===== src/rtl/cmpdec_pkg.sv =====
package cmpdec_pkg;
  typedef enum logic [2:0] {
    OP_NONE = 3'd0,
    OP_COM  = 3'd1,
    OP_CP   = 3'd2,
    OP_CPC  = 3'd3,
    OP_DEC  = 3'd4,
    OP_DECW = 3'd5,
    OP_DA   = 3'd6
  } alu_op_e;

  typedef struct packed {
    logic c;
    logic z;
    logic s;
    logic v;
    logic d;
    logic h;
  } flags_t;

  localparam int FLAG_W = 6;
endpackage


===== src/rtl/cmpdec_decode.sv =====
module cmpdec_decode
  import cmpdec_pkg::*;
#(
  parameter int OPC_W = 8
) (
  input  logic             pre_en,
  input  logic [OPC_W-1:0] opcode,
  output alu_op_e          op
);
  localparam logic [OPC_W-1:0] CMP_LO = OPC_W'(8'hA2);
  localparam logic [OPC_W-1:0] CMP_HI = OPC_W'(8'hA9);

  logic in_cmp_range;
  logic [OPC_W-2:0] pair;

  assign in_cmp_range = (opcode >= CMP_LO) && (opcode <= CMP_HI);
  assign pair = opcode[OPC_W-1:1];

  always_comb begin
    op = OP_NONE;
    if (pre_en) begin
      if (in_cmp_range) op = OP_CPC;
    end else if (in_cmp_range) begin
      op = OP_CP;
    end else begin
      case (pair)
        (OPC_W-1)'(8'h60 >> 1): op = OP_COM;
        (OPC_W-1)'(8'h40 >> 1): op = OP_DA;
        (OPC_W-1)'(8'h30 >> 1): op = OP_DEC;
        (OPC_W-1)'(8'h80 >> 1): op = OP_DECW;
        default:                op = OP_NONE;
      endcase
    end
  end
endmodule


===== src/rtl/cmpdec_sub.sv =====
module cmpdec_sub #(
  parameter int W = 8
) (
  input  logic [W-1:0] a,
  input  logic [W-1:0] b,
  input  logic         bin,
  output logic [W-1:0] diff,
  output logic         borrow,
  output logic         ovf,
  output logic         zero
);
  logic [W:0] wide;

  assign wide   = {1'b0, a} - {1'b0, b} - {{W{1'b0}}, bin};
  assign diff   = wide[W-1:0];
  assign borrow = wide[W];
  assign ovf    = (a[W-1] ^ b[W-1]) & (diff[W-1] ^ a[W-1]);
  assign zero   = (diff == '0);
endmodule


===== src/rtl/cmpdec_dadj.sv =====
module cmpdec_dadj #(
  parameter int W = 8
) (
  input  logic [W-1:0] a,
  input  logic         c_in,
  input  logic         h_in,
  input  logic         d_in,
  output logic [W-1:0] res,
  output logic         c_out
);
  localparam int NIB = W / 2;
  localparam logic [NIB-1:0] DIG_MAX = NIB'(9);
  localparam logic [W-1:0]   LO_FIX  = W'(6);
  localparam logic [W-1:0]   HI_FIX  = W'(6) << NIB;
  localparam logic [W-1:0]   BYTE_MAX = {DIG_MAX, DIG_MAX};

  logic fix_lo, fix_hi;
  logic [W-1:0] corr;

  always_comb begin
    if (!d_in) begin
      fix_lo = h_in || (a[NIB-1:0] > DIG_MAX);
      fix_hi = c_in || (a > BYTE_MAX);
    end else begin
      fix_lo = h_in;
      fix_hi = c_in;
    end
    corr  = (fix_lo ? LO_FIX : '0) | (fix_hi ? HI_FIX : '0);
    res   = d_in ? (a - corr) : (a + corr);
    c_out = d_in ? c_in : fix_hi;
  end
endmodule


===== src/rtl/cmpdec_alu.sv =====
module cmpdec_alu
  import cmpdec_pkg::*;
#(
  parameter int W     = 8,
  parameter int OPC_W = 8,
  parameter int DW    = 2 * W
) (
  input  logic              clk,
  input  logic              rst,
  input  logic              in_valid,
  input  logic              pre_en,
  input  logic [OPC_W-1:0]  opcode,
  input  logic [DW-1:0]     dst_in,
  input  logic [W-1:0]      src_in,
  input  logic [FLAG_W-1:0] flags_in,
  output logic              out_valid,
  output logic              wr_en,
  output logic [DW-1:0]     result,
  output logic [FLAG_W-1:0] flags_out
);
  if (W != 8) begin : g_width_check
    $error("cmpdec_alu: decimal adjust needs an 8-bit data path");
  end

  alu_op_e op;
  flags_t  fin, fnx;
  logic [W-1:0]  d_lo, sub_b, sb_diff, da_res, com_res;
  logic          sub_bin, sb_borrow, sb_ovf, sb_zero, da_c;
  logic [DW-1:0] w_diff, res_nx;
  logic          w_borrow, w_ovf, w_zero, we_nx;

  assign fin  = flags_t'(flags_in);
  assign d_lo = dst_in[W-1:0];

  cmpdec_decode #(.OPC_W(OPC_W)) u_dec (
    .pre_en (pre_en),
    .opcode (opcode),
    .op     (op)
  );

  assign sub_b   = (op == OP_DEC) ? W'(1) : src_in;
  assign sub_bin = (op == OP_CPC) ? fin.c : 1'b0;

  cmpdec_sub #(.W(W)) u_sub_byte (
    .a      (d_lo),
    .b      (sub_b),
    .bin    (sub_bin),
    .diff   (sb_diff),
    .borrow (sb_borrow),
    .ovf    (sb_ovf),
    .zero   (sb_zero)
  );

  cmpdec_sub #(.W(DW)) u_sub_word (
    .a      (dst_in),
    .b      (DW'(1)),
    .bin    (1'b0),
    .diff   (w_diff),
    .borrow (w_borrow),
    .ovf    (w_ovf),
    .zero   (w_zero)
  );

  cmpdec_dadj #(.W(W)) u_dadj (
    .a     (d_lo),
    .c_in  (fin.c),
    .h_in  (fin.h),
    .d_in  (fin.d),
    .res   (da_res),
    .c_out (da_c)
  );

  assign com_res = ~d_lo;

  always_comb begin
    fnx    = fin;
    res_nx = '0;
    we_nx  = 1'b0;
    case (op)
      OP_COM: begin
        res_nx = {{(DW-W){1'b0}}, com_res};
        we_nx  = 1'b1;
        fnx.z  = (com_res == '0);
        fnx.s  = com_res[W-1];
        fnx.v  = 1'b0;
      end
      OP_CP, OP_CPC: begin
        fnx.c = sb_borrow;
        fnx.z = (op == OP_CPC) ? (fin.z & sb_zero) : sb_zero;
        fnx.s = sb_diff[W-1];
        fnx.v = sb_ovf;
      end
      OP_DEC: begin
        res_nx = {{(DW-W){1'b0}}, sb_diff};
        we_nx  = 1'b1;
        fnx.z  = sb_zero;
        fnx.s  = sb_diff[W-1];
        fnx.v  = sb_ovf;
      end
      OP_DECW: begin
        res_nx = w_diff;
        we_nx  = 1'b1;
        fnx.z  = w_zero;
        fnx.s  = w_diff[DW-1];
        fnx.v  = w_ovf;
      end
      OP_DA: begin
        res_nx = {{(DW-W){1'b0}}, da_res};
        we_nx  = 1'b1;
        fnx.c  = da_c;
        fnx.z  = (da_res == '0);
        fnx.s  = da_res[W-1];
        fnx.v  = 1'b0;
      end
      default: ;
    endcase
  end

  always_ff @(posedge clk) begin
    if (rst) begin
      out_valid <= 1'b0;
      wr_en     <= 1'b0;
      result    <= '0;
      flags_out <= '0;
    end else begin
      out_valid <= in_valid;
      wr_en     <= in_valid & we_nx;
      if (in_valid) begin
        result    <= res_nx;
        flags_out <= fnx;
      end
    end
  end

  logic opc_is_cmp, opc_is_com, opc_is_dec;
  assign opc_is_cmp = (opcode >= OPC_W'(8'hA2)) && (opcode <= OPC_W'(8'hA9));
  assign opc_is_com = !pre_en && (opcode[OPC_W-1:1] == (OPC_W-1)'(8'h60 >> 1));
  assign opc_is_dec = !pre_en && (opcode[OPC_W-1:1] == (OPC_W-1)'(8'h30 >> 1));

  assert_valid_follow_R9: assert property (@(posedge clk) disable iff (rst)
    in_valid |=> out_valid);

  assert_idle_quiet_R9: assert property (@(posedge clk) disable iff (rst)
    !in_valid |=> (!out_valid && !wr_en && $stable(flags_out) && $stable(result)));

  assert_cmp_no_write_R3: assert property (@(posedge clk) disable iff (rst)
    (in_valid && opc_is_cmp) |=> !wr_en);

  assert_com_keep_R2: assert property (@(posedge clk) disable iff (rst)
    (in_valid && opc_is_com) |=> (flags_out[5] == $past(flags_in[5]) &&
                                  flags_out[1:0] == $past(flags_in[1:0]) &&
                                  !flags_out[2]));

  assert_dec_keep_R5: assert property (@(posedge clk) disable iff (rst)
    (in_valid && opc_is_dec) |=> (flags_out[5] == $past(flags_in[5]) &&
                                  flags_out[1:0] == $past(flags_in[1:0])));

  assert_cpc_zero_chain_R4: assert property (@(posedge clk) disable iff (rst)
    (in_valid && op == OP_CPC && !flags_in[4]) |=> !flags_out[4]);

  assert_reset_clear_R10: assert property (@(posedge clk)
    rst |=> (!out_valid && !wr_en && flags_out == '0 && result == '0));
endmodule


===== config.mk =====
export PLATFORM = sky130hd
export DESIGN_NAME = cmpdec_alu
export DESIGN_NICKNAME = d
export VERILOG_FILES = /design/src/rtl/cmpdec_pkg.sv /design/src/rtl/cmpdec_decode.sv /design/src/rtl/cmpdec_sub.sv /design/src/rtl/cmpdec_dadj.sv /design/src/rtl/cmpdec_alu.sv
export SDC_FILE = /design/constraint.sdc
export NUM_CORES = 1
export LEC_CHECK = 0
export ABC_AREA = 1
export BUFFER_PORTS_ARGS = -buffer_cell sky130_fd_sc_hd__buf_2
export CAP_MARGIN = 5
export CORE_MARGIN = 5
export CORE_UTILIZATION = 50
export CTS_BUF_LIST = sky130_fd_sc_hd__clkbuf_8
export DETAILED_ROUTE_END_ITERATION = 16
export MAX_ROUTING_LAYER = met4
export PLACE_DENSITY = 0.79
export REMOVE_ABC_BUFFERS = 1
export SYNTH_ARGS = -nofsm -noshare
export SYNTH_HDL_FRONTEND = slang
export SYNTH_SLANG_ARGS = --single-unit

===== constraint.sdc =====
create_clock -name clk -period 4.95 [get_ports clk]
set_clock_uncertainty 0.1 [all_clocks]
set_input_delay 0.495 -clock clk [delete_from_list [all_inputs] [get_ports clk]]
set_output_delay 0.495 -clock clk [all_outputs]
set_load 0.01 [all_outputs]

==> results of run 1 <==
-- worst min path at each step --
stage,to,slack [ns],depth (start not counted)
global placement,flags_out[2],0.33,2
floorplan,flags_out[2],0.38,2
CTS,result[13],0.36,2
finish,flags_out[2],0.36,2
global route,result[4],0.39,2
detailed placement,flags_out[1],0.34,2
-- per-layer routing --
| metal | vias to the layer above | part of all wire | GRT usage |
|---|---|---|---|
| li1 | 1618 | - | - |
| met1 | 1392 | 0.44 | 0.2647 |
| met2 | 124 | 0.46 | 0.3567 |
| met3 | 18 | 0.079 | 0.03137 |
| met4 | 0 | 0.023 | 0.06091 |
| met5 | - | 0 | - |
-- cell type report --
class / instances / area (um2)
Sequential cell: 24 / 480.5
Clock inverter: 1 / 30.03
Tap cell: 72 / 90.09
Clock buffer: 3 / 41.29
Timing Repair Buffer: 65 / 327.8
Multi-Input combinational cell: 361 / 2115
Fill cell: 547 / 2201
Inverter: 77 / 289.0
-- cells by family (layout without fill, tap and decap cells) --
logic type | count (synthesis) | after routing
XOR/XNOR | 11 | 11
AO/OA/AOI/OAI | 45 | 45
buffers and inverters | 81 | 146
flip-flops | 24 | 24
adder cells (fa/ha/maj) | 30 | 30
AND/OR/NAND/NOR | 275 | 275
-- per-stage QoR --
stage / hold slack [ns] / instances / setup slack, ns / power [mW]
after detailed placement: 0.3422 / 599 / 1.271 / 0.4337
after global routing: 0.3895 / 603 / 1.281 / 0.6479
after floorplan: 0.3761 / 462 / 1.821 / 0.3653
final: 0.3587 / 603 / 1.595 / 0.6062
after CTS: 0.3616 / 603 / 1.567 / 0.6063
after global placement: 0.3332 / 599 / 1.339 / 0.4272
-- placed cells by master, fill, tap and decap left out, drive strengths merged --
cell type    n
a21oi       10
a22o         2
a31oi        1
buf         65
bufinv       1
clkbuf       3
clkinv       1
dfxtp       24
fa           2
ha          28
inv         76
nand2      153
nand3       35
nand3b       5
nand4       13
nor2        56
nor3         6
nor3b        1
nor4         1
o2111ai      5
o211ai       1
o21a         1
o21ai       18
o21bai       2
o221ai       1
o22ai        1
o31ai        3
or2          5
xnor2        2
xor2         9
-- Yosys cell counts, types with 2 or more instances --
master       n
nand2_1    143
nand3_1     26
o21ai_1      5
inv_2       10
nand2_4      2
xnor2_1      2
nor3_2       2
o31ai_1      2
a21oi_1     10
nand3b_1     5
clkbuf_1     2
o2111ai_1    5
nor3_1       4
a22o_1       2
nand2_2      8
inv_1       66
xor2_1       8
o21bai_1     2
nand3_2      9
nor2_4       6
ha_1        28
nand4_1     12
or2_0        2
dfxtp_1     24
nor2_2       6
or2_2        3
o21ai_0     13
fa_1         2
nor2_1      43
-- state kept, by name, summed over array words and instances (netlist names) --
name / flops
flags_out: 6
out_valid: 1
result: 16
wr_en: 1
-- power by group --
group	internal [mW]	switching [mW]	total [mW]
Clock	0.108	0.0662	0.174
Sequential	0.197	0.00137	0.198
Combinational	0.0850	0.149	0.234
Total	0.390	0.216	0.606
==> flow_metrics.tcl, run 1 <==
set metrics [dict create \
    outcome "complete, no violations" \
    synth_area_um2 2902 \
    p_per_area_nw_per_um2 179.7 \
    yosys.area_share.simple 0.4588 \
    vias 3152 \
    synth_top_family_by_area "simple AND/OR/NAND/NOR gates" \
    fin_area_um2 3373 \
    firstDrtPassIters 5 \
    synthToLayoutAreaGrowth_pct 16.26 \
    critPathLaunchType "primary input" \
    worstReg2RegEnd "result[15]" \
    cts.clk_slew.worst_paths_ns 0.09 \
    synth-seq-area-share 0.1656 \
    synth_compound_area_frac 0.09961 \
    max-slew-margin-rel 0.5424 \
    dp_hpwl_um 6513 \
    grt_pass1_vias 2896 \
    synth-seq-cells 24 \
    r2r-start "result[15]" \
    tritoncts "yes" \
    grt.total_usage 0.2122 \
    crit_fanout 7 \
    holdBufCountCts 0 \
    leakage_nw 1.864 \
    cts.repair.resized 0 \
    worst-endpoint-required_ns 5.03 \
    netlist_top_cells_area "nand2_1 18%, dfxtp_1 17%, ha_1 12%" \
    path_cells "buf_2, inv_1, ha_1, nand2_2, nand2_1, nor2_1, a21oi_1, inv_1, ha_1, nand2_1, nand2_1, ha_1, nand2_1, or2_2, nand4_1, nand2_1, nand3_1, nand3_1, nor2_1, nor2_1" \
    path_delay_family "simple AND/OR/NAND/NOR gates" \
    grt_overflow 0 \
    core-area_um2 5574 \
    cts_setup_buffers 0 \
    ys_types 43 \
    synth_xor_area_frac 0.03579 \
    drv_cap 0 \
    rrSetupSlack_ns 4.21 \
    netlist.area_leader.share 0.1850 \
    synthAdderAreaFrac 0.1345 \
    cts.sinks 24 \
    grt_antenna_before_repair 0 \
    setup_viol 0 \
    cp-startpoint "dst_in[0]" \
    drt_iter0_drc 199 \
    grt_max_degree 15 \
    rsz0062_at_grt "false" \
    drive_above_1_share 0.2260 \
    tns_ns 0 \
    dieArea_um2 7426 \
    cpMostUsedCell "nand2_1" \
    crit_buf_inv 3 \
    async_flop_share 0 \
    globalplace.congestion 0.9380 \
    avgSynthCellArea_um2 6.226 \
    h-tree-depth 1 \
    numCtsBuffers 3 \
    avgViaCountPerCell 5.227 \
    yosys_warnings 0 \
    cpMaxStageDelayCell "ha_1" \
    port_buffers 64 \
    wl_per_cell_um 12.64 \
    drc 0 \
    fp-row-count 27 \
    dpl_cell_area_um2 3302 \
    report.final.slew_viol_count 0 \
    finalCritPeriodShare 0.6778 \
    synth_top_area_cell "nand2_1" \
    worstHoldPathType "register to register" \
    crit_type "primary input to register" \
    tightest_slew_ns 0.6838 \
    synthCells 466 \
    initial_core_util 0.5205 \
    hold_viol_final 0 \
    layout.nets 604 \
    num_antenna_cells 0 \
    routed_wl_um 7624 \
    max-vdd-ir-drop_v 0.0001272 \
    die-width_um 86.18 \
    synth_ff_type "dfxtp_1" \
    ant_nets 0 \
    insertion_delay_ns 0.26 \
    clk_path_buf_depth 2 \
    max_freq_mhz 298.0 \
    synthMuxAreaShare 0 \
    endpoint_kind "register" \
    crit_cells 20 \
    crit_arrival_ns 3.43 \
    synth_edf_count 0 \
    io_pins 66 \
    cts-root-buf "clkbuf_8" \
    grt_pass1_wl_um 12670 \
    post-route-util 0.6052 \
    min_period_ns 3.355 \
    die_h_um 86.18 \
    crit_end "flags_out[4]" \
    r2r_cells 1 \
    min_from "flags_out[2]" \
    slowest_delay_ns 0.36 \
]
(Power assumes the default switching activity.)
==> run 2: changes to the inputs <==
==> constraint.sdc (replaced) <==
create_clock -name clk -period 3.1 [get_ports clk]
set_clock_uncertainty 0.1 [all_clocks]
set_input_delay 0.31 -clock clk [delete_from_list [all_inputs] [get_ports clk]]
set_output_delay 0.31 -clock clk [all_outputs]
set_load 0.01 [all_outputs]
==> flow_metrics.tcl, run 2 (synthesis results as in run 1) <==
set metrics [dict create \
    outcome "complete, no violations" \
    critPathLaunchType "primary input" \
    routed_wl_um 8221 \
    hold_ws_ns 0.1720 \
    p_sw_mw 0.3594 \
    leakage_nw 1.919 \
    port_buffers 64 \
    ant_nets 0 \
    crit_cells 21 \
    dp_hpwl_um 6952 \
    firstDrtPassIters 5 \
    setup_viol 0 \
    cpMaxStageDelayCell "or2_2" \
    grt_pass1_vias 3103 \
    power_frac_seq 0.318 \
    max-slew-margin-rel 0.5412 \
    p_per_area_nw_per_um2 285.0 \
    endpoint_kind "register" \
    crit_arrival_ns 2.96 \
    avgViaCountPerCell 5.331 \
    dp_slack_ns -0.04993 \
    clk_path_buf_depth 2 \
    crit_fanout 4 \
    crit_buf_inv 2 \
    p_clk_frac 0.283 \
    max_freq_mhz 346.4 \
    worst_slack_ns 0.2133 \
    rsz0062_at_grt "false" \
    hold_viol_final 0 \
    grt_antenna_before_repair 0 \
    slowest_delay_ns 0.31 \
    layout_commonest_cell "nand2_1" \
    intPower_mw 0.6339 \
    top_register "result" \
    worst-endpoint-required_ns 3.17 \
    vias 3273 \
    hold_depth 2 \
    path_cells "buf_2, inv_1, ha_1, nand2_2, nand2_1, nor3_1, nor2_1, nor2_1, nor2_1, ha_1, nand2_1, nand2_1, ha_4, nand2_1, or2_2, nand4_1, nand2_1, nand3_1, nand3_1, nor2_1, nor2_1" \
    die_h_um 86.18 \
    io_pins 66 \
    insertion_delay_ns 0.27 \
    holdBufCountCts 0 \
    initial_core_util 0.5205 \
    report.final.slew_viol_count 0 \
    grt.total_usage 0.2261 \
    core-area_um2 5574 \
    max-vdd-ir-drop_v 0.0001704 \
    grt_max_degree 15 \
    finalCritPeriodShare 0.9312 \
    dieArea_um2 7426 \
    h-tree-depth 1 \
    largest_reg_flops 16 \
    cts.sinks 24 \
    drive_above_1_share 0.2454 \
    tritoncts "yes" \
    layout.nets 615 \
    cts.clk_slew.worst_paths_ns 0.10 \
    die-width_um 86.18 \
    reg_top3 "result: 16 flops, flags_out: 6 flops" \
    worstHoldPathType "primary input to register" \
    grt_pass1_wl_um 13480 \
    cts-root-buf "clkbuf_8" \
    drc 0 \
    wl_per_cell_um 13.39 \
    p_comb_frac 0.398 \
    min_period_ns 2.887 \
    globalplace.congestion 0.9807 \
    num_antenna_cells 0 \
    path_delay_family "simple AND/OR/NAND/NOR gates" \
    numCtsBuffers 3 \
    drt_iter0_drc 181 \
    layout_common_cells "143 x nand2_1, 66 x inv_1, 64 x buf_2" \
    fp-row-count 27 \
    r2r_cells 2 \
    p_sw_frac 0.3618 \
    crit_type "primary input to register" \
    synthToLayoutAreaGrowth_pct 20.14 \
    cts_setup_buffers 0 \
    drv_cap 0 \
    tightest_slew_ns 0.6857 \
    grt_overflow 0 \
]
run 2: timing repair:
item                                   in CTS  in global routing
resized for setup                           0                  4
setup endpoints to repair                   0                  2
endpoints found under the hold margin       0                  0
run 2: final cells by class:
type,count,area [um2]
multi-input cells,361,2145
fillers,532,2088
flip-flops and latches,24,480.5
repair buffers,76,410.4
inverters,77,289.0
well taps,72,90.09
clock buffers,3,41.29
clock inverters,1,30.03
run 2: final timing paths:
check,startpoint,endpoint,slack (ns)
setup / recovery,dst_in[1],flags_out[4],0.21
hold reg to reg,flags_out[2],flags_out[2],0.36
hold / removal,flags_in[0],flags_out[0],0.17
setup reg to reg,flags_out[4],flags_out[4],2.32
run 2: stage by stage:
stage | power (mW) | instances | utilization | instance area, um2 | setup TNS, ns
after detailed placement | 0.7067 | 610 | 0.6072 | 3385 | -0.05009
after global placement | 0.6930 | 610 | 0.6072 | 3385 | 0
after floorplan | 0.5834 | 462 | - | 2884 | 0
after global routing | 1.059 | 614 | 0.6254 | 3486 | 0
after CTS | 0.9860 | 614 | 0.6200 | 3456 | 0
final | 0.9933 | 614 | 0.6254 | 3486 | 0
run 2: per-layer routing:
layer / track usage / share of wire / up-vias
met5: - / 0 / -
met4: 0.09632 / 0.036 / 0
met3: 0.02852 / 0.080 / 30
met2: 0.3826 / 0.46 / 161
met1: 0.2701 / 0.42 / 1432
li1: - / - / 1650
run 2: power by group through the flow:
stage | logic [mW] | clock network, mW | registers (mW)
floorplan | 0.257 | 0 | 0.327
global placement | 0.370 | 0 | 0.323
detailed placement | 0.383 | 0 | 0.324
CTS | 0.386 | 0.284 | 0.316
global route | 0.447 | 0.295 | 0.317
finish | 0.396 | 0.281 | 0.316
==> run 3: changes to the inputs <==
--- a/config.mk
+++ b/config.mk
@@ -14,6 +14,7 @@
 export DETAILED_ROUTE_END_ITERATION = 16
 export MAX_ROUTING_LAYER = met4
 export PLACE_DENSITY = 0.79
+export RECOVER_POWER = 100
 export REMOVE_ABC_BUFFERS = 1
 export SYNTH_ARGS = -nofsm -noshare
 export SYNTH_HDL_FRONTEND = slang
==> constraint.sdc (replaced) <==
create_clock -name clk -period 3.1 [get_ports clk]
set_clock_uncertainty 0.1 [all_clocks]
set_input_delay 0.155 -clock clk [delete_from_list [all_inputs] [get_ports clk]]
set_output_delay 0.155 -clock clk [all_outputs]
set_load 0.01 [all_outputs]
==> flow_metrics.tcl, run 3 (synthesis results as in run 1) <==
set metrics [dict create \
    holdBufCountCts 0 \
    power_frac_seq 0.326 \
    worstHoldPathType "primary input to register" \
    p_comb_frac 0.391 \
    grt_antenna_before_repair 0 \
    dp_slack_ns 0.06701 \
    grt_overflow 0 \
    worst-endpoint-required_ns 3.17 \
    top_register "result" \
    placedCellCount 606 \
    vias 3224 \
    core-area_um2 5574 \
    drc 0 \
    worst_slack_ns 0.2720 \
    firstDrtPassIters 5 \
    crit_type "primary input to register" \
    tightest_slew_ns 0.6580 \
    ant_nets 0 \
    crit_fanout 9 \
    finalPower_mw 0.9722 \
    p_per_area_nw_per_um2 288.4 \
    layout_commonest_cell "nand2_1" \
    grt_pass1_wl_um 13460 \
    dieArea_um2 7426 \
    drt_iter0_drc 227 \
    die_h_um 86.18 \
    initial_core_util 0.5205 \
    cts-root-buf "clkbuf_8" \
    grt_pass1_vias 3015 \
    crit_arrival_ns 2.90 \
    clk_path_buf_depth 2 \
    cts.sinks 24 \
    numCtsBuffers 3 \
    dpl_cell_area_um2 3354 \
    outcome "complete, no violations" \
    fillCellCount 582 \
    grt.total_usage 0.2262 \
    grt_max_degree 15 \
    cts_setup_buffers 0 \
    drive_above_1_share 0.1747 \
    max-slew-margin-rel 0.5597 \
    synthToLayoutAreaGrowth_pct 16.17 \
    fp-row-count 27 \
    cts.repair.resized 0 \
    critPathLaunchType "primary input" \
    rsz0062_at_grt "false" \
    post-route-util 0.6047 \
    drv_cap 0 \
    avgViaCountPerCell 5.285 \
    routed_wl_um 8130 \
    layout_common_cells "144 x nand2_1, 67 x inv_1, 43 x nor2_1" \
    tns_ns 0 \
    layout.nets 611 \
    tritoncts "yes" \
    report.final.slew_viol_count 0 \
    p_sw_frac 0.3582 \
    intPower_mw 0.6239 \
    h-tree-depth 1 \
    min_period_ns 2.828 \
    dp_hpwl_um 6800 \
    max-vdd-ir-drop_v 0.0002195 \
    p_clk_frac 0.284 \
    num_antenna_cells 0 \
    wl_per_cell_um 13.33 \
    finalCritPeriodShare 0.9123 \
    setup_viol 0 \
    hold_viol_final 0 \
    cts.clk_slew.worst_paths_ns 0.09 \
    endpoint_kind "register" \
    port_buffers 64 \
    die-width_um 86.18 \
    leakage_nw 1.784 \
    reg_top3 "result: 16 flops, flags_out: 6 flops" \
    globalplace.congestion 0.9071 \
    io_pins 66 \
    instances_no_fill 610 \
    fin_area_um2 3371 \
    p_sw_mw 0.3483 \
    max_freq_mhz 353.6 \
    hold_ws_ns 0.04433 \
    insertion_delay_ns 0.26 \
    largest_reg_flops 16 \
]
-- run 3: metal layers --
metal,track usage,vias up,share of wire
li1,-,1637,-
met1,0.2737,1435,0.43
met2,0.3945,132,0.48
met3,0.02567,20,0.070
met4,0.06799,0,0.025
met5,-,-,0
-- run 3: cell type report --
class / instances / area, um2 / share of cell area
Tap cell: 72 / 90.09 / 0.02673
Sequential cell: 24 / 480.5 / 0.1425
Multi-Input combinational cell: 361 / 2097 / 0.6221
Clock buffer: 3 / 41.29 / 0.01225
Inverter: 77 / 289.0 / 0.08575
Timing Repair Buffer: 72 / 342.8 / 0.1017
Clock inverter: 1 / 30.03 / 0.008909
-- run 3: final timing paths --
| check | startpoint | to | slack [ns] | cells after the start |
|---|---|---|---|---|
| hold reg to reg | flags_out[2] | flags_out[2] | 0.36 | 2 |
| hold / removal | flags_in[0] | flags_out[0] | 0.04 | 2 |
| setup reg to reg | flags_out[4] | flags_out[4] | 2.35 | 2 |
| setup / recovery | opcode[2] | flags_out[4] | 0.27 | 21 |
-- run 3: critical path, stage by stage --
cell and delay, ns:
clkbuf_1 0.12, nor2_2 0.07, nand2_1 0.08, inv_1 0.06, nand3_1 0.29, inv_2 0.06, or2_2 0.29, fa_1 0.53
inv_1 0.06, ha_1 0.17, or2_2 0.27, nand2_1 0.09, nand3_1 0.07, nand2_1 0.07, nand2_1 0.08, nand3_1 0.09
nor2_1 0.04, nand2_1 0.07, nand3_1 0.09, nor2_1 0.10, nor2_1 0.05
-- run 3: power by group through the flow --
stage / Clock [mW] / Sequential [mW] / Combinational (mW)
2_1_floorplan: 0 / 0.327 / 0.257
3_3_place_gp: 0 / 0.323 / 0.364
3_5_place_dp: 0 / 0.324 / 0.376
4_1_cts: 0.282 / 0.317 / 0.379
5_1_grt: 0.289 / 0.317 / 0.432
6_report: 0.276 / 0.317 / 0.380
